<file path="src/rtl/qei_pkg.sv">
package qei_pkg;

    typedef enum logic [1:0] {
        EDGE_LEVEL    = 2'b00,
        EDGE_ACTIVE   = 2'b01,
        EDGE_INACTIVE = 2'b10,
        EDGE_BOTH     = 2'b11
    } edge_mode_e;

    // Packed MSB first: bit 10 down to bit 0.
    typedef struct packed {
        logic       dec_frac;   // 10
        logic       ramp_cap;   // 9
        logic       clr_en;     // 8
        logic       run_cont;   // 7
        logic       arm_once;   // 6
        edge_mode_e edge_mode;  // 5:4
        logic       ab_bypass;  // 3
        logic       b_req;      // 2
        logic       a_req;      // 1
        logic       n_high;     // 0
    } qei_cfg_t;

    localparam int CFG_W = $bits(qei_cfg_t);

    typedef enum logic [1:0] {
        Q_NONE,
        Q_UP,
        Q_DOWN,
        Q_ILLEGAL
    } quad_step_e;

    // Index condition from a configuration and the synchronized pins.
    function automatic logic index_qual(qei_cfg_t c, logic a, logic b, logic n);
        logic n_ok;
        logic ab_ok;
        n_ok  = (n == c.n_high);
        ab_ok = c.ab_bypass || ((a == c.a_req) && (b == c.b_req));
        return n_ok && ab_ok;
    endfunction

    // Classify an {A,B} state change; up order is 00,10,11,01.
    function automatic quad_step_e quad_classify(logic [1:0] prv, logic [1:0] cur);
        if (prv == cur) return Q_NONE;
        if ((prv ^ cur) == 2'b11) return Q_ILLEGAL;
        case ({prv, cur})
            4'b00_10, 4'b10_11, 4'b11_01, 4'b01_00: return Q_UP;
            default: return Q_DOWN;
        endcase
    endfunction

endpackage

</file>
<file path="src/rtl/qei_sync.sv">
module qei_sync #(
    parameter int W = 3
) (
    input  logic         clk,
    input  logic         rst,
    input  logic [W-1:0] d,
    output logic [W-1:0] q
);
    for (genvar i = 0; i < W; i++) begin : g_bit
        logic meta_q;
        logic stab_q;
        always_ff @(posedge clk) begin
            if (rst) begin
                meta_q <= 1'b0;
                stab_q <= 1'b0;
            end else begin
                meta_q <= d[i];
                stab_q <= meta_q;
            end
        end
        assign q[i] = stab_q;
    end
endmodule

</file>
<file path="src/rtl/qei_decoder.sv">
module qei_decoder
    import qei_pkg::*;
(
    input  logic       clk,
    input  logic       rst,
    input  logic [1:0] ab_s,
    output logic       cnt_up,
    output logic       cnt_dn
);
    logic [1:0] prev_q;
    quad_step_e cls;

    always_ff @(posedge clk) begin
        if (rst) prev_q <= 2'b00;
        else     prev_q <= ab_s;
    end

    always_comb begin
        cls    = quad_classify(prev_q, ab_s);
        cnt_up = (cls == Q_UP);
        cnt_dn = (cls == Q_DOWN);
    end

    // a double-bit jump produces no count
    assert_illegal_ignored_R1: assert property (@(posedge clk) disable iff (rst)
        ((ab_s ^ prev_q) == 2'b11) |-> !(cnt_up || cnt_dn));

endmodule

</file>
<file path="src/rtl/qei_index_detect.sv">
module qei_index_detect
    import qei_pkg::*;
(
    input  logic     clk,
    input  logic     rst,
    input  qei_cfg_t cfg_q,
    input  logic     cfg_load,
    input  qei_cfg_t cfg_next,
    input  logic     a_s,
    input  logic     b_s,
    input  logic     n_s,
    output logic     evt
);
    logic     qual_now;
    logic     qual_q;
    qei_cfg_t cfg_track;

    // On a write, the history follows the new word, so the write itself forms no edge.
    assign cfg_track = cfg_load ? cfg_next : cfg_q;

    always_ff @(posedge clk) begin
        if (rst) qual_q <= 1'b0;
        else     qual_q <= index_qual(cfg_track, a_s, b_s, n_s);
    end

    always_comb begin
        qual_now = index_qual(cfg_q, a_s, b_s, n_s);
        case (cfg_q.edge_mode)
            EDGE_LEVEL:    evt = qual_now;
            EDGE_ACTIVE:   evt = qual_now && !qual_q;
            EDGE_INACTIVE: evt = !qual_now && qual_q;
            default:       evt = qual_now ^ qual_q;
        endcase
    end

    // a level-mode event implies N at its configured active level
    assert_level_polarity_R4: assert property (@(posedge clk) disable iff (rst)
        (cfg_q.edge_mode == EDGE_LEVEL && evt) |-> (n_s == cfg_q.n_high));

    // without bypass, a level-mode event implies the required A/B phase
    assert_ab_match_R5: assert property (@(posedge clk) disable iff (rst)
        (cfg_q.edge_mode == EDGE_LEVEL && evt && !cfg_q.ab_bypass)
            |-> (a_s == cfg_q.a_req && b_s == cfg_q.b_req));

endmodule

</file>
<file path="src/rtl/qei_accum.sv">
module qei_accum #(
    parameter int POS_W    = 32,
    parameter int STEP_W   = 16,
    parameter int FRAC_W   = 16,
    parameter int DEC_BASE = 10000
) (
    input  logic              clk,
    input  logic              rst,
    input  logic              cnt_up,
    input  logic              cnt_dn,
    input  logic              clr,
    input  logic              dec_mode,
    input  logic [STEP_W-1:0] step_int,
    input  logic [FRAC_W-1:0] step_frac,
    output logic [POS_W-1:0]  pos_int
);
    localparam int FW1 = FRAC_W + 1;
    localparam logic [FW1-1:0] BIN_MOD = FW1'(1) << FRAC_W;
    localparam logic [FW1-1:0] DEC_MOD = FW1'(DEC_BASE);

    logic [FRAC_W-1:0] frac_q;
    logic [FW1-1:0]    modv;
    logic [FW1-1:0]    sum_up;
    logic [FW1-1:0]    sum_dn;
    logic [FRAC_W-1:0] frac_nx;
    logic              wrap;
    logic [POS_W-1:0]  step_ext;
    logic [POS_W-1:0]  wrap_ext;
    logic [POS_W-1:0]  int_nx;

    assign modv     = dec_mode ? DEC_MOD : BIN_MOD;
    assign step_ext = {{(POS_W-STEP_W){step_int[STEP_W-1]}}, step_int};
    assign wrap_ext = {{(POS_W-1){1'b0}}, wrap};

    always_comb begin
        sum_up  = {1'b0, frac_q} + {1'b0, step_frac};
        sum_dn  = {1'b0, frac_q} + modv - {1'b0, step_frac};
        frac_nx = frac_q;
        wrap    = 1'b0;
        int_nx  = pos_int;
        if (cnt_up) begin
            wrap    = (sum_up >= modv);
            frac_nx = wrap ? FRAC_W'(sum_up - modv) : FRAC_W'(sum_up);
            int_nx  = pos_int + step_ext + wrap_ext;
        end else if (cnt_dn) begin
            wrap    = (frac_q < step_frac);
            frac_nx = wrap ? FRAC_W'(sum_dn) : (frac_q - step_frac);
            int_nx  = pos_int - step_ext - wrap_ext;
        end
    end

    always_ff @(posedge clk) begin
        if (rst || clr) begin
            pos_int <= '0;
            frac_q  <= '0;
        end else begin
            pos_int <= int_nx;
            frac_q  <= frac_nx;
        end
    end

    // a clear zeroes both parts, even with a count in the same cycle
    assert_clear_zero_R9: assert property (@(posedge clk) disable iff (rst)
        clr |=> (pos_int == '0 && frac_q == '0));

    // with no count and no clear the position holds
    assert_hold_idle_R1: assert property (@(posedge clk) disable iff (rst)
        !(cnt_up || cnt_dn || clr) |=> $stable(pos_int) && $stable(frac_q));

    // in decimal mode, starting from a legal fraction, the result stays below the base
    assert_dec_range_R3: assert property (@(posedge clk) disable iff (rst)
        (dec_mode && frac_q < DEC_MOD && step_frac < DEC_MOD) |=> (frac_q < DEC_MOD));

endmodule

</file>
<file path="src/rtl/qei_index_latch.sv">
module qei_index_latch
    import qei_pkg::*;
#(
    parameter int POS_W    = 32,
    parameter int STEP_W   = 16,
    parameter int FRAC_W   = 16,
    parameter int DEC_BASE = 10000
) (
    input  logic              clk,
    input  logic              rst,
    input  logic              enc_a,
    input  logic              enc_b,
    input  logic              enc_n,
    input  logic              cfg_wr,
    input  logic [CFG_W-1:0]  cfg_wdata,
    input  logic [STEP_W-1:0] step_int,
    input  logic [FRAC_W-1:0] step_frac,
    input  logic [POS_W-1:0]  ramp_pos,
    output logic [POS_W-1:0]  enc_pos,
    output logic [POS_W-1:0]  enc_latch,
    output logic [POS_W-1:0]  ramp_latch
);
    qei_cfg_t   cfg_q;
    qei_cfg_t   cfg_new;
    logic [2:0] pins_s;
    logic       cnt_up;
    logic       cnt_dn;
    logic       evt;
    logic       armed_q;
    logic       act;
    logic       clr;

    assign cfg_new = qei_cfg_t'(cfg_wdata);

    qei_sync #(.W(3)) u_sync (
        .clk (clk),
        .rst (rst),
        .d   ({enc_n, enc_b, enc_a}),
        .q   (pins_s)
    );

    qei_decoder u_dec (
        .clk    (clk),
        .rst    (rst),
        .ab_s   ({pins_s[0], pins_s[1]}),
        .cnt_up (cnt_up),
        .cnt_dn (cnt_dn)
    );

    qei_index_detect u_idx (
        .clk      (clk),
        .rst      (rst),
        .cfg_q    (cfg_q),
        .cfg_load (cfg_wr),
        .cfg_next (cfg_new),
        .a_s      (pins_s[0]),
        .b_s      (pins_s[1]),
        .n_s      (pins_s[2]),
        .evt      (evt)
    );

    assign act = evt && (armed_q || cfg_q.run_cont);
    assign clr = act && cfg_q.clr_en;

    qei_accum #(
        .POS_W    (POS_W),
        .STEP_W   (STEP_W),
        .FRAC_W   (FRAC_W),
        .DEC_BASE (DEC_BASE)
    ) u_acc (
        .clk       (clk),
        .rst       (rst),
        .cnt_up    (cnt_up),
        .cnt_dn    (cnt_dn),
        .clr       (clr),
        .dec_mode  (cfg_q.dec_frac),
        .step_int  (step_int),
        .step_frac (step_frac),
        .pos_int   (enc_pos)
    );

    always_ff @(posedge clk) begin
        if (rst) begin
            cfg_q   <= '0;
            armed_q <= 1'b0;
        end else if (cfg_wr) begin
            cfg_q   <= cfg_new;
            armed_q <= cfg_new.arm_once;
        end else if (act) begin
            armed_q <= 1'b0;
        end
    end

    always_ff @(posedge clk) begin
        if (rst) begin
            enc_latch  <= '0;
            ramp_latch <= '0;
        end else if (act) begin
            enc_latch <= enc_pos;
            if (cfg_q.ramp_cap) ramp_latch <= ramp_pos;
        end
    end

    // the latch receives the position from before any clear
    assert_latch_capture_R9: assert property (@(posedge clk) disable iff (rst)
        act |=> (enc_latch == $past(enc_pos)));

    // without an action the latch holds
    assert_latch_hold_R8: assert property (@(posedge clk) disable iff (rst)
        !act |=> $stable(enc_latch));

    // one action consumes the single-shot arming
    assert_once_consumed_R7: assert property (@(posedge clk) disable iff (rst)
        (act && !cfg_wr) |=> !armed_q);

    // ramp capture follows the enable bit
    assert_ramp_capture_R10: assert property (@(posedge clk) disable iff (rst)
        (act && cfg_q.ramp_cap) |=> (ramp_latch == $past(ramp_pos)));

    assert_ramp_hold_R10: assert property (@(posedge clk) disable iff (rst)
        !(act && cfg_q.ramp_cap) |=> $stable(ramp_latch));

endmodule

</file>
<file path="config.mk">
export PLATFORM = sky130hd
export DESIGN_NAME = qei_index_latch
export DESIGN_NICKNAME = d
export VERILOG_FILES = /design/src/rtl/qei_pkg.sv /design/src/rtl/qei_sync.sv /design/src/rtl/qei_decoder.sv /design/src/rtl/qei_index_detect.sv /design/src/rtl/qei_accum.sv /design/src/rtl/qei_index_latch.sv
export SDC_FILE = /design/constraint.sdc
export NUM_CORES = 1
export LEC_CHECK = 0
export ABC_AREA = 1
export BUFFER_PORTS_ARGS = -buffer_cell sky130_fd_sc_hd__buf_2
export CAP_MARGIN = 20
export CORE_MARGIN = 5
export CORE_UTILIZATION = 61
export CTS_BUF_LIST = sky130_fd_sc_hd__clkbuf_16
export DETAILED_ROUTE_END_ITERATION = 10
export PLACE_DENSITY = 0.84
export SETUP_SLACK_MARGIN = 0.5
export SLEW_MARGIN = 20
export SYNTH_ARGS = -nofsm -noshare
export SYNTH_HDL_FRONTEND = slang
export SYNTH_SLANG_ARGS = --single-unit
</file>
<file path="constraint.sdc">
create_clock -name clk -period 12 [get_ports clk]
set_input_delay 1.2 -clock clk [delete_from_list [all_inputs] [get_ports clk]]
set_output_delay 1.2 -clock clk [all_outputs]
set_load 0.05 [all_outputs]
</file>
=== Word level (Yosys, flattened, before mapping) ===
Cells that the tools add are included.

* Flip-flop bits (word level): 132
* Output and inout bits: 96
* Logic and storage cells: 91

* $add $sub $neg: 9
* $lt $le $gt $ge: 2
* Eq/ne operators: 16
* Mux-type cells: 21
* Bitwise logic cells: 2
* Reductions and logical operators: 19

{| class="wikitable"
|+ Operators with widths
! kind !! number
|-
| 16-bit 2-to-1 mux || 4
|-
| 32-bit 2-to-1 mux || 2
|-
| 16-bit subtractor || 3
|-
| 32-bit by 1-bit adder with 32-bit output || 1
|-
| 32-bit adder || 1
|-
| 32-bit by 1-bit subtractor with 32-bit output || 1
|-
| 32-bit subtractor || 1
|-
| 16-bit by 16-bit adder with 17-bit output || 1
|-
| 17-bit >= comparator || 1
|-
| 17-bit 2-to-1 mux || 1
|-
| 16-bit adder || 1
|-
| 16-bit < comparator || 1
|-
| 2-bit 2-to-1 mux || 5
|-
| 4-bit == test, second input constant || 2
|-
| 1-bit logical AND || 8
|-
| 1-bit 2-to-1 mux || 7
|-
| 1-bit == test || 6
|-
| 2-bit == test, second input constant || 3
|-
| 2-bit by 1-bit == test with 1-bit output, second input constant || 2
|-
| 4-bit by 2-bit == test with 1-bit output, second input constant || 1
|-
| 4-bit by 3-bit == test with 1-bit output, second input constant || 1
|-
| 1-bit logical OR || 4
|-
| 4-bit 2-to-1 mux || 1
|-
| 2-bit nonzero test || 2
|-
| 8 further kinds || 9
|}

=== Logic depth before layout (Yosys ltp) ===
Gate-level depths: netlist of the first run.

* Word-level depth: 12
* Gate-level depth with buffers: 55

=== Hierarchy ===
A second synthesis of the first run with hierarchy kept.

* Cell total of the unflattened synthesis: 1,977
* Area total of the unflattened synthesis: 13,135.1 µm²

{| class="wikitable"
|+ By module, submodules not included
! module !! instances !! cells each !! area an instance (µm²)
|-
| qei_accum || 1 || 1,419 || 9,367.7
|-
| qei_index_latch || 1 || 469 || 3,235.6
|-
| qei_index_detect || 1 || 46 || 229.0
|-
| qei_sync || 1 || 21 || 187.7
|-
| qei_decoder || 1 || 22 || 115.1
|}

=== Worst setup path after synthesis of the first run ===
OpenSTA, ideal clock, no wires.

* Kind: in2reg
* Start: input step_frac[0]
* End: register u_acc.pos_int[20]
* Library setup time: 117 ps
* Arrival: 6,503 ps
* Path slack: 5,380 ps
* Cell stages on the path: 51
* Cell sequence: ha_1 fa_1 nand2_2 nand2_2 nand3_2 nand2_4 a31oi_1 xor2_1 ha_1 nand2_1 inv_1 nand2_1 nor3_1 nand2_1 nor2_1 nand3_1 nor2_1 nand2_1 [15 not listed] nand2_1 nand2_1 a21oi_1 o21ai_1 nand2_1 nand2_1 a21oi_1 or2_1 nand2_1 a21oi_1 o21ai_1 nand3_1 nand2_1 a21oi_1 o21ai_0 nand3_1 o211ai_1 inv_1

* Longest elaborated chain between the ends: 6
* Elaborated cells between the ends (all ways): 9
* Those cells by class: add/sub: 3; order compare: 2; mux: 4

{| class="wikitable"
|+ Ends and longest elaborated chain
! item !! line !! text
|-
| start: declaration || qei_index_latch.sv:17 || <nowiki>input logic [FRAC_W-1:0] step_frac,</nowiki>
|-
| 16-bit by 16-bit adder with 17-bit output / 16-bit < comparator (equally long branches) || qei_accum.sv:36, qei_accum.sv:46 ||
|-
| 17-bit >= comparator / 1-bit 2-to-1 mux (equally long branches) || qei_accum.sv:42, qei_accum.sv:45 ||
|-
| 1-bit 2-to-1 mux (*) || qei_accum.sv:41 || <nowiki>if (cnt_up) begin</nowiki>
|-
| 32-bit by 1-bit subtractor with 32-bit output || qei_accum.sv:48 || <nowiki>int_nx = pos_int - step_ext - wrap_ext;</nowiki>
|-
| 32-bit 2-to-1 mux || qei_accum.sv:45 || <nowiki>end else if (cnt_dn) begin</nowiki>
|-
| 32-bit 2-to-1 mux (*) || qei_accum.sv:41 ||
|-
| end signal: assignment || qei_accum.sv:57 || <nowiki>pos_int <= int_nx;</nowiki>
|-
| end: declaration || qei_accum.sv:15 || <nowiki>output logic [POS_W-1:0] pos_int</nowiki>
|}

Mark *: on every way between the ends. The rest lies on a longest branch, timed or not. The select of a mux whose other input is x is not followed.
A chain may end at the register's enable or synchronous reset.

=== Worst setup path after layout of the first run ===
Same ends and word-level chain as after synthesis.

==> flow_summary.yaml, run 1 <==
detailed_routing:
  vias: 12700
  viasPerCell: 5.60
  dr.pass1.iters: 6
  antenna_left: 0
  drtIter0Drc: 1011
  routedWlPerCell_um: 15.6
  routed_wl_mm: 35.4
  drc: 0
cells_and_area:
  num-fill-cells: 1864
  layout.nets: 2231
  multi_input_area_um2: 8150
  drive_above_1_share: 0.145
  syn2layout_area_growth_pct: 12.6
  n_antenna_cell: 0
  mostFrequentLayoutCell: "inv_1"
  seq_area_um2: 2640
  final_cell_area_um2: 13800
  final_cell_mix: "inv_1, nand2_1, a21oi_1, buf_2, o21ai_0"
global_routing:
  grt_pass1_vias: 12100
  antenna_found_initial: 3
  grt_util_met1: 0.407
  grtUsageMet2: 0.477
  grt-busiest-layer: "met2"
  grt_util_met3: 0.0609
  grt_use_total: 0.297
  grt_pass1_wl_mm: 58.5
  gr-total-overflow: 0
  grt_max_degree: 96
floorplanning:
  num_rows: 52
  die_h_um: 152
  coreArea_um2: 20000
  die_area_um2: 23100
  pin_count: 177
  start_util: 0.613
  dieWidth_um: 152
sta:
  fmax_ghz: 0.138
  skew_ps: 10.6
  relSlewSlack: 0.326
  period_share: 0.602
  finalSetupViolCount: 0
  max_slew.worst_pin.slew_ps: 1010
  setup_tns_ps: 0
  hold_viol_final: 0
  rsz0062_at_grt: "no"
  fin_crit_ps: 7220
  finalMaxSlewViolations: 0
yosys:
  synth_nets: 2094
  yosys_warnings: 0
  synth-seq-cells: 132
  ys.flop_type: "dfxtp_1"
  synthArstFlopShare: 0
  synth_top_cell_by_area: "dfxtp_1"
  netlist_instances: 1848
  ys_seq_area_frac: 0.215
  netlist.area_leader.share: 0.215
  synth_area_leaders: "dfxtp_1, ha_1, inv_1"
  syn_area_per_cell_um2: 6.65
  synth_edf_count: 0
  ys_types: 51
  netlist_area_um2: 12300
power:
  p_leak_uw: 0.00710
  p_sw_frac: 0.506
  p_int_uw: 1310
  powerDensity_nw_per_um2: 192
  seqPwrFrac: 0.208
  p_sw_uw: 1340
  combPwrFrac: 0.591
  p_clk_frac: 0.201
  ir_drop_uv: 122
placement:
  gp_congestion: 0.962
  place_area_um2: 13300
  io_buffers: 176
  dp_hpwl_mm: 26.8
clock_tree:
  cts_sinks: 132
  clock_path_buffers: 2
  clockRootBuffer: "clkbuf_16"
  cts_tree: "done"
  numCtsBuffers: 17
  cts-resized-gates: 0
  clkLatencyLatePin_ps: 430
  cts.clk_slew.worst_paths_ps: 60
  hold_buffers: 0
  htree_levels: 4
  post_cts_buffers: 0
critical_path:
  setup.worst_path.class: "in -> reg"
  ff2ff_setup_slack_ps: 5350
  critical_path.endpoint_type: "flop"
  worstPathArrival_ps: 7540
  start_kind: "input port"
  cpLargestDelayFamily: "simple AND/OR/NAND/NOR gates"
  cp_max_fo: 5
  crit_buf_inv: 7
  crit_slowest_cell: "fa_1"
  cp.required_ps: 12320
  crit_path_frequent_cell: "nand2_1"
  cpPeakStageDelay_ps: 430
run:
  maxCapViolCount: 0
min_path:
  hold_class: "reg -> reg"
status:
  status: "finished clean"
[metal layers]
layer,wire (um),up-vias,share of wire
li1,-,6354,-
met4,831,6,0.023
met2,15600,517,0.44
met5,40,-,0.0011
met1,16000,5744,0.45
met3,2940,76,0.083
[worst register-to-register path, delay by kind of cell, from the launching register on]
kind	cells	cell delay, ps
AO/OA/AOI/OAI	9	1360
XOR/XNOR	1	120
adder cells (fa/ha/maj)	6	1820
buffers and inverters	6	370
flip-flops	1	320
AND/OR/NAND/NOR	29	2560
[final timing paths]
check / start / end / cells past startpoint
setup / recovery: step_frac[0] / u_acc.pos_int[20] / 52
hold / removal: u_sync.g_bit[2].meta_q / u_sync.g_bit[2].stab_q / 2
setup reg to reg: u_acc.frac_q[0] / u_acc.pos_int[20] / 51
hold reg to reg: u_sync.g_bit[2].meta_q / u_sync.g_bit[2].stab_q / 2
[flip-flops by register name, summed over array words and instances (netlist names), 2 cells and up]
| name | cells |
|---|---|
| u_acc.frac_q | 16 |
| ramp_latch | 32 |
| enc_latch | 32 |
| u_sync.g_bit.stab_q | 3 |
| u_acc.pos_int | 32 |
| u_sync.g_bit.meta_q | 3 |
| u_dec.prev_q | 2 |
| cfg_q | 10 |
[power groups by stage]
stage                     registers, uW  logic, uW  clock network (uW)
after floorplan                     685       1060                   0
after global placement              556       1500                   0
after detailed placement            559       1530                   0
after CTS                           550       1540                 539
after global routing                559       1740                 559
final                               550       1570                 533
[synth_stat cells (all sizes together), types with 6 or more instances]
cell,number
a31oi,24
dfxtp,132
a211oi,8
inv,316
fa,16
nor2,139
xnor2,17
nand2,325
clkbuf,43
buf,21
nor4,7
or2,8
ha,149
xor2,38
nand3,118
o211ai,25
a21oi,231
o21ai,161
nand4,7
o21bai,6
nor3,13
[cells by family after synthesis]
| group | share of synthesized area |
|---|---|
| buffers and inverters | 0.122 |
| multiplexers | 0.00326 |
| AND/OR/NAND/NOR | 0.221 |
| XOR/XNOR | 0.0407 |
| AO/OA/AOI/OAI | 0.220 |
| adder cells (fa/ha/maj) | 0.178 |
| flip-flops | 0.215 |
[area by class of cell]
cell class,count,share of cell area
multi-input cells,1333,0.589
well taps,270,0.0244
flip-flops and latches,132,0.191
repair buffers,182,0.0669
clock inverters,14,0.0114
inverters,319,0.0867
clock buffers,17,0.0307
[metrics by stage]
stage / hold WS (ps) / total power [uW] / worst slack, ps / cells / utilization
finish: 409 / 2650 / 4780 / 2267 / 0.691
global route: 413 / 2860 / 4170 / 2267 / 0.691
CTS: 411 / 2630 / 4870 / 2267 / 0.691
detailed placement: 400 / 2090 / 4480 / 2236 / 0.662
global placement: 390 / 2060 / 4740 / 2236 / 0.662
floorplan: 388 / 1750 / 5380 / 1848 / -
No activity file was read; power rests on OpenSTA's default activity.
==> run 2, diff against run 1 <==
--- a/config.mk
+++ b/config.mk
@@ -9,10 +9,10 @@
 export BUFFER_PORTS_ARGS = -buffer_cell sky130_fd_sc_hd__buf_2
 export CAP_MARGIN = 20
 export CORE_MARGIN = 5
-export CORE_UTILIZATION = 61
+export CORE_UTILIZATION = 59
 export CTS_BUF_LIST = sky130_fd_sc_hd__clkbuf_16
 export DETAILED_ROUTE_END_ITERATION = 10
-export PLACE_DENSITY = 0.84
+export PLACE_DENSITY = 0.82
 export SETUP_SLACK_MARGIN = 0.5
 export SLEW_MARGIN = 20
 export SYNTH_ARGS = -nofsm -noshare
==> constraint.sdc (replaced) <==
create_clock -name clk -period 7.15 [get_ports clk]
set_input_delay 0.715 -clock clk [delete_from_list [all_inputs] [get_ports clk]]
set_output_delay 0.715 -clock clk [all_outputs]
set_load 0.05 [all_outputs]
==> run 2 against run 1 <==
Against the previous run: non-clock buffer count rose by 3; cell count rose by 0.18%; flip-flop and latch count did not move; wire length rose by 0.32%; via count rose by 0.72%; global-route usage fell by 0.82 points; sequential power rose by 68%; critical endpoint unchanged; largest cell class unchanged.
==> flow_summary.yaml, run 2 (synthesized netlist as in run 1, its figures left out) <==
cells_and_area:
  fin_util: 0.686
  layout.nets: 2234
  syn2layout_area_growth_pct: 13.7
  top_regs: "enc_latch (32), ramp_latch (32), u_acc.pos_int (32)"
  drive_above_1_share: 0.156
  multi_input_area_um2: 8260
  n_antenna_cell: 0
  num-fill-cells: 1771
  final_cell_mix: "inv_1, nand2_1, a21oi_1, buf_2, o21ai_0"
  mostFrequentLayoutCell: "inv_1"
  seq_area_um2: 2640
sta:
  finalSetupViolCount: 0
  relSlewSlack: 0.334
  period_share: 0.852
  finalHoldWorstSlack_ps: 391
  setup_tns_ps: 0
  fin_crit_ps: 6100
  hold_viol_final: 0
  skew_ps: 24.7
  rsz0062_at_grt: "no"
  finalMaxSlewViolations: 0
  max_slew.worst_pin.slew_ps: 992
  fmax_ghz: 0.164
floorplanning:
  num_rows: 52
  coreArea_um2: 20400
  dieWidth_um: 154
  die_area_um2: 23800
  pin_count: 177
  die_h_um: 154
  start_util: 0.604
clock_tree:
  numCtsBuffers: 17
  clock_path_buffers: 2
  cts_tree: "done"
  clockRootBuffer: "clkbuf_16"
  cts.clk_slew.worst_paths_ps: 80
  cts_sinks: 132
  htree_levels: 4
  clkLatencyLatePin_ps: 440
global_routing:
  grt_pass1_vias: 12000
  grt_use_total: 0.289
  grt_max_degree: 72
  gr-total-overflow: 0
  antenna_found_initial: 0
  grt_pass1_wl_mm: 58.2
power:
  p_leak_uw: 0.00710
  p_sw_uw: 2300
  combPwrFrac: 0.595
  p_sw_frac: 0.509
  seqPwrFrac: 0.205
  ir_drop_uv: 187
  powerDensity_nw_per_um2: 323
  p_clk_frac: 0.200
  p_int_uw: 2210
status:
  status: "finished clean"
critical_path:
  crit_path_frequent_cell: "nand2_1"
  reg2reg_depth: 51
  crit_buf_inv: 7
  worstPathArrival_ps: 6420
  cp.required_ps: 7470
  cp.depth: 52
  cpLargestDelayFamily: "simple AND/OR/NAND/NOR gates"
  critical_path.endpoint_type: "flop"
  crit_slowest_cell: "fa_2"
  start_kind: "input port"
  setup.worst_path.class: "in -> reg"
  cp_max_fo: 5
  cpPeakStageDelay_ps: 410
detailed_routing:
  antenna_left: 0
  routedWlPerCell_um: 15.6
  vias: 12800
  drtIter0Drc: 1111
  viasPerCell: 5.63
  drc: 0
  routed_wl_mm: 35.5
  dr.pass1.iters: 6
placement:
  io_buffers: 176
  dp_hpwl_mm: 26.8
  gp_congestion: 0.984
min_path:
  min_path_cells: 2
  hold_class: "reg -> reg"
run:
  maxCapViolCount: 0
-- run 2: timing repair --
| item | 4_1_cts | 5_1_grt |
|---|---|---|
| resized for setup | 0 | 26 |
| hold buffers | 0 | 0 |
| buffers inserted | 0 | 2 |
| setup endpoints to repair | 0 | 13 |
-- run 2: power by group through the flow --
stage	Sequential [uW]	Combinational, uW	Clock [uW]
floorplan	1150	1780	0
global placement	932	2530	0
detailed placement	935	2580	0
CTS	921	2600	916
global route	938	2970	948
finish	924	2680	904
-- run 2: worst register-to-register path, delay by kind of cell, from the launching register on --
family / cells / cell delay (ps)
adder cells (fa/ha/maj): 6 / 1720
AND/OR/NAND/NOR: 29 / 2320
buffers and inverters: 6 / 300
XOR/XNOR: 1 / 220
flip-flops: 1 / 330
AO/OA/AOI/OAI: 9 / 1060
-- run 2: path summary, 6_finish.rpt --
path / startpoint / endpoint / slack (ps)
worst max register to register: u_acc.frac_q[0] / u_acc.pos_int[20] / 1130
worst min register to register: u_sync.g_bit[2].meta_q / u_sync.g_bit[2].stab_q / 390
worst max-delay path: step_frac[0] / u_acc.pos_int[20] / 1050
worst min-delay path: u_sync.g_bit[2].meta_q / u_sync.g_bit[2].stab_q / 390
-- run 2: final cells by class --
cell class                      count  share of cell area
Multi-Input combinational cell   1333               0.591
Sequential cell                   132               0.189
Inverter                          319              0.0859
Timing Repair Buffer              185              0.0679
Clock buffer                       17              0.0304
Tap cell                          270              0.0242
Clock inverter                     15              0.0116
-- run 2: metal layers --
layer	share of wire	routed length, um	up-vias	global-route usage
met5	0	0	-	0
met1	0.44	15700	5801	0.392
met3	0.087	3110	67	0.0615
li1	-	-	6356	-
met4	0.018	635	0	0.0778
met2	0.45	16100	565	0.468
-- run 2: through the flow --
step	total power (uW)	setup WS (ps)	area, um^2	instances
2_1_floorplan	2930	1010	12300	1848
3_3_place_gp	3470	487	13300	2237
3_5_place_dp	3510	320	13300	2237
4_1_cts	4430	748	13900	2269
5_1_grt	4860	476	14000	2271
6_report	4510	1050	14000	2271
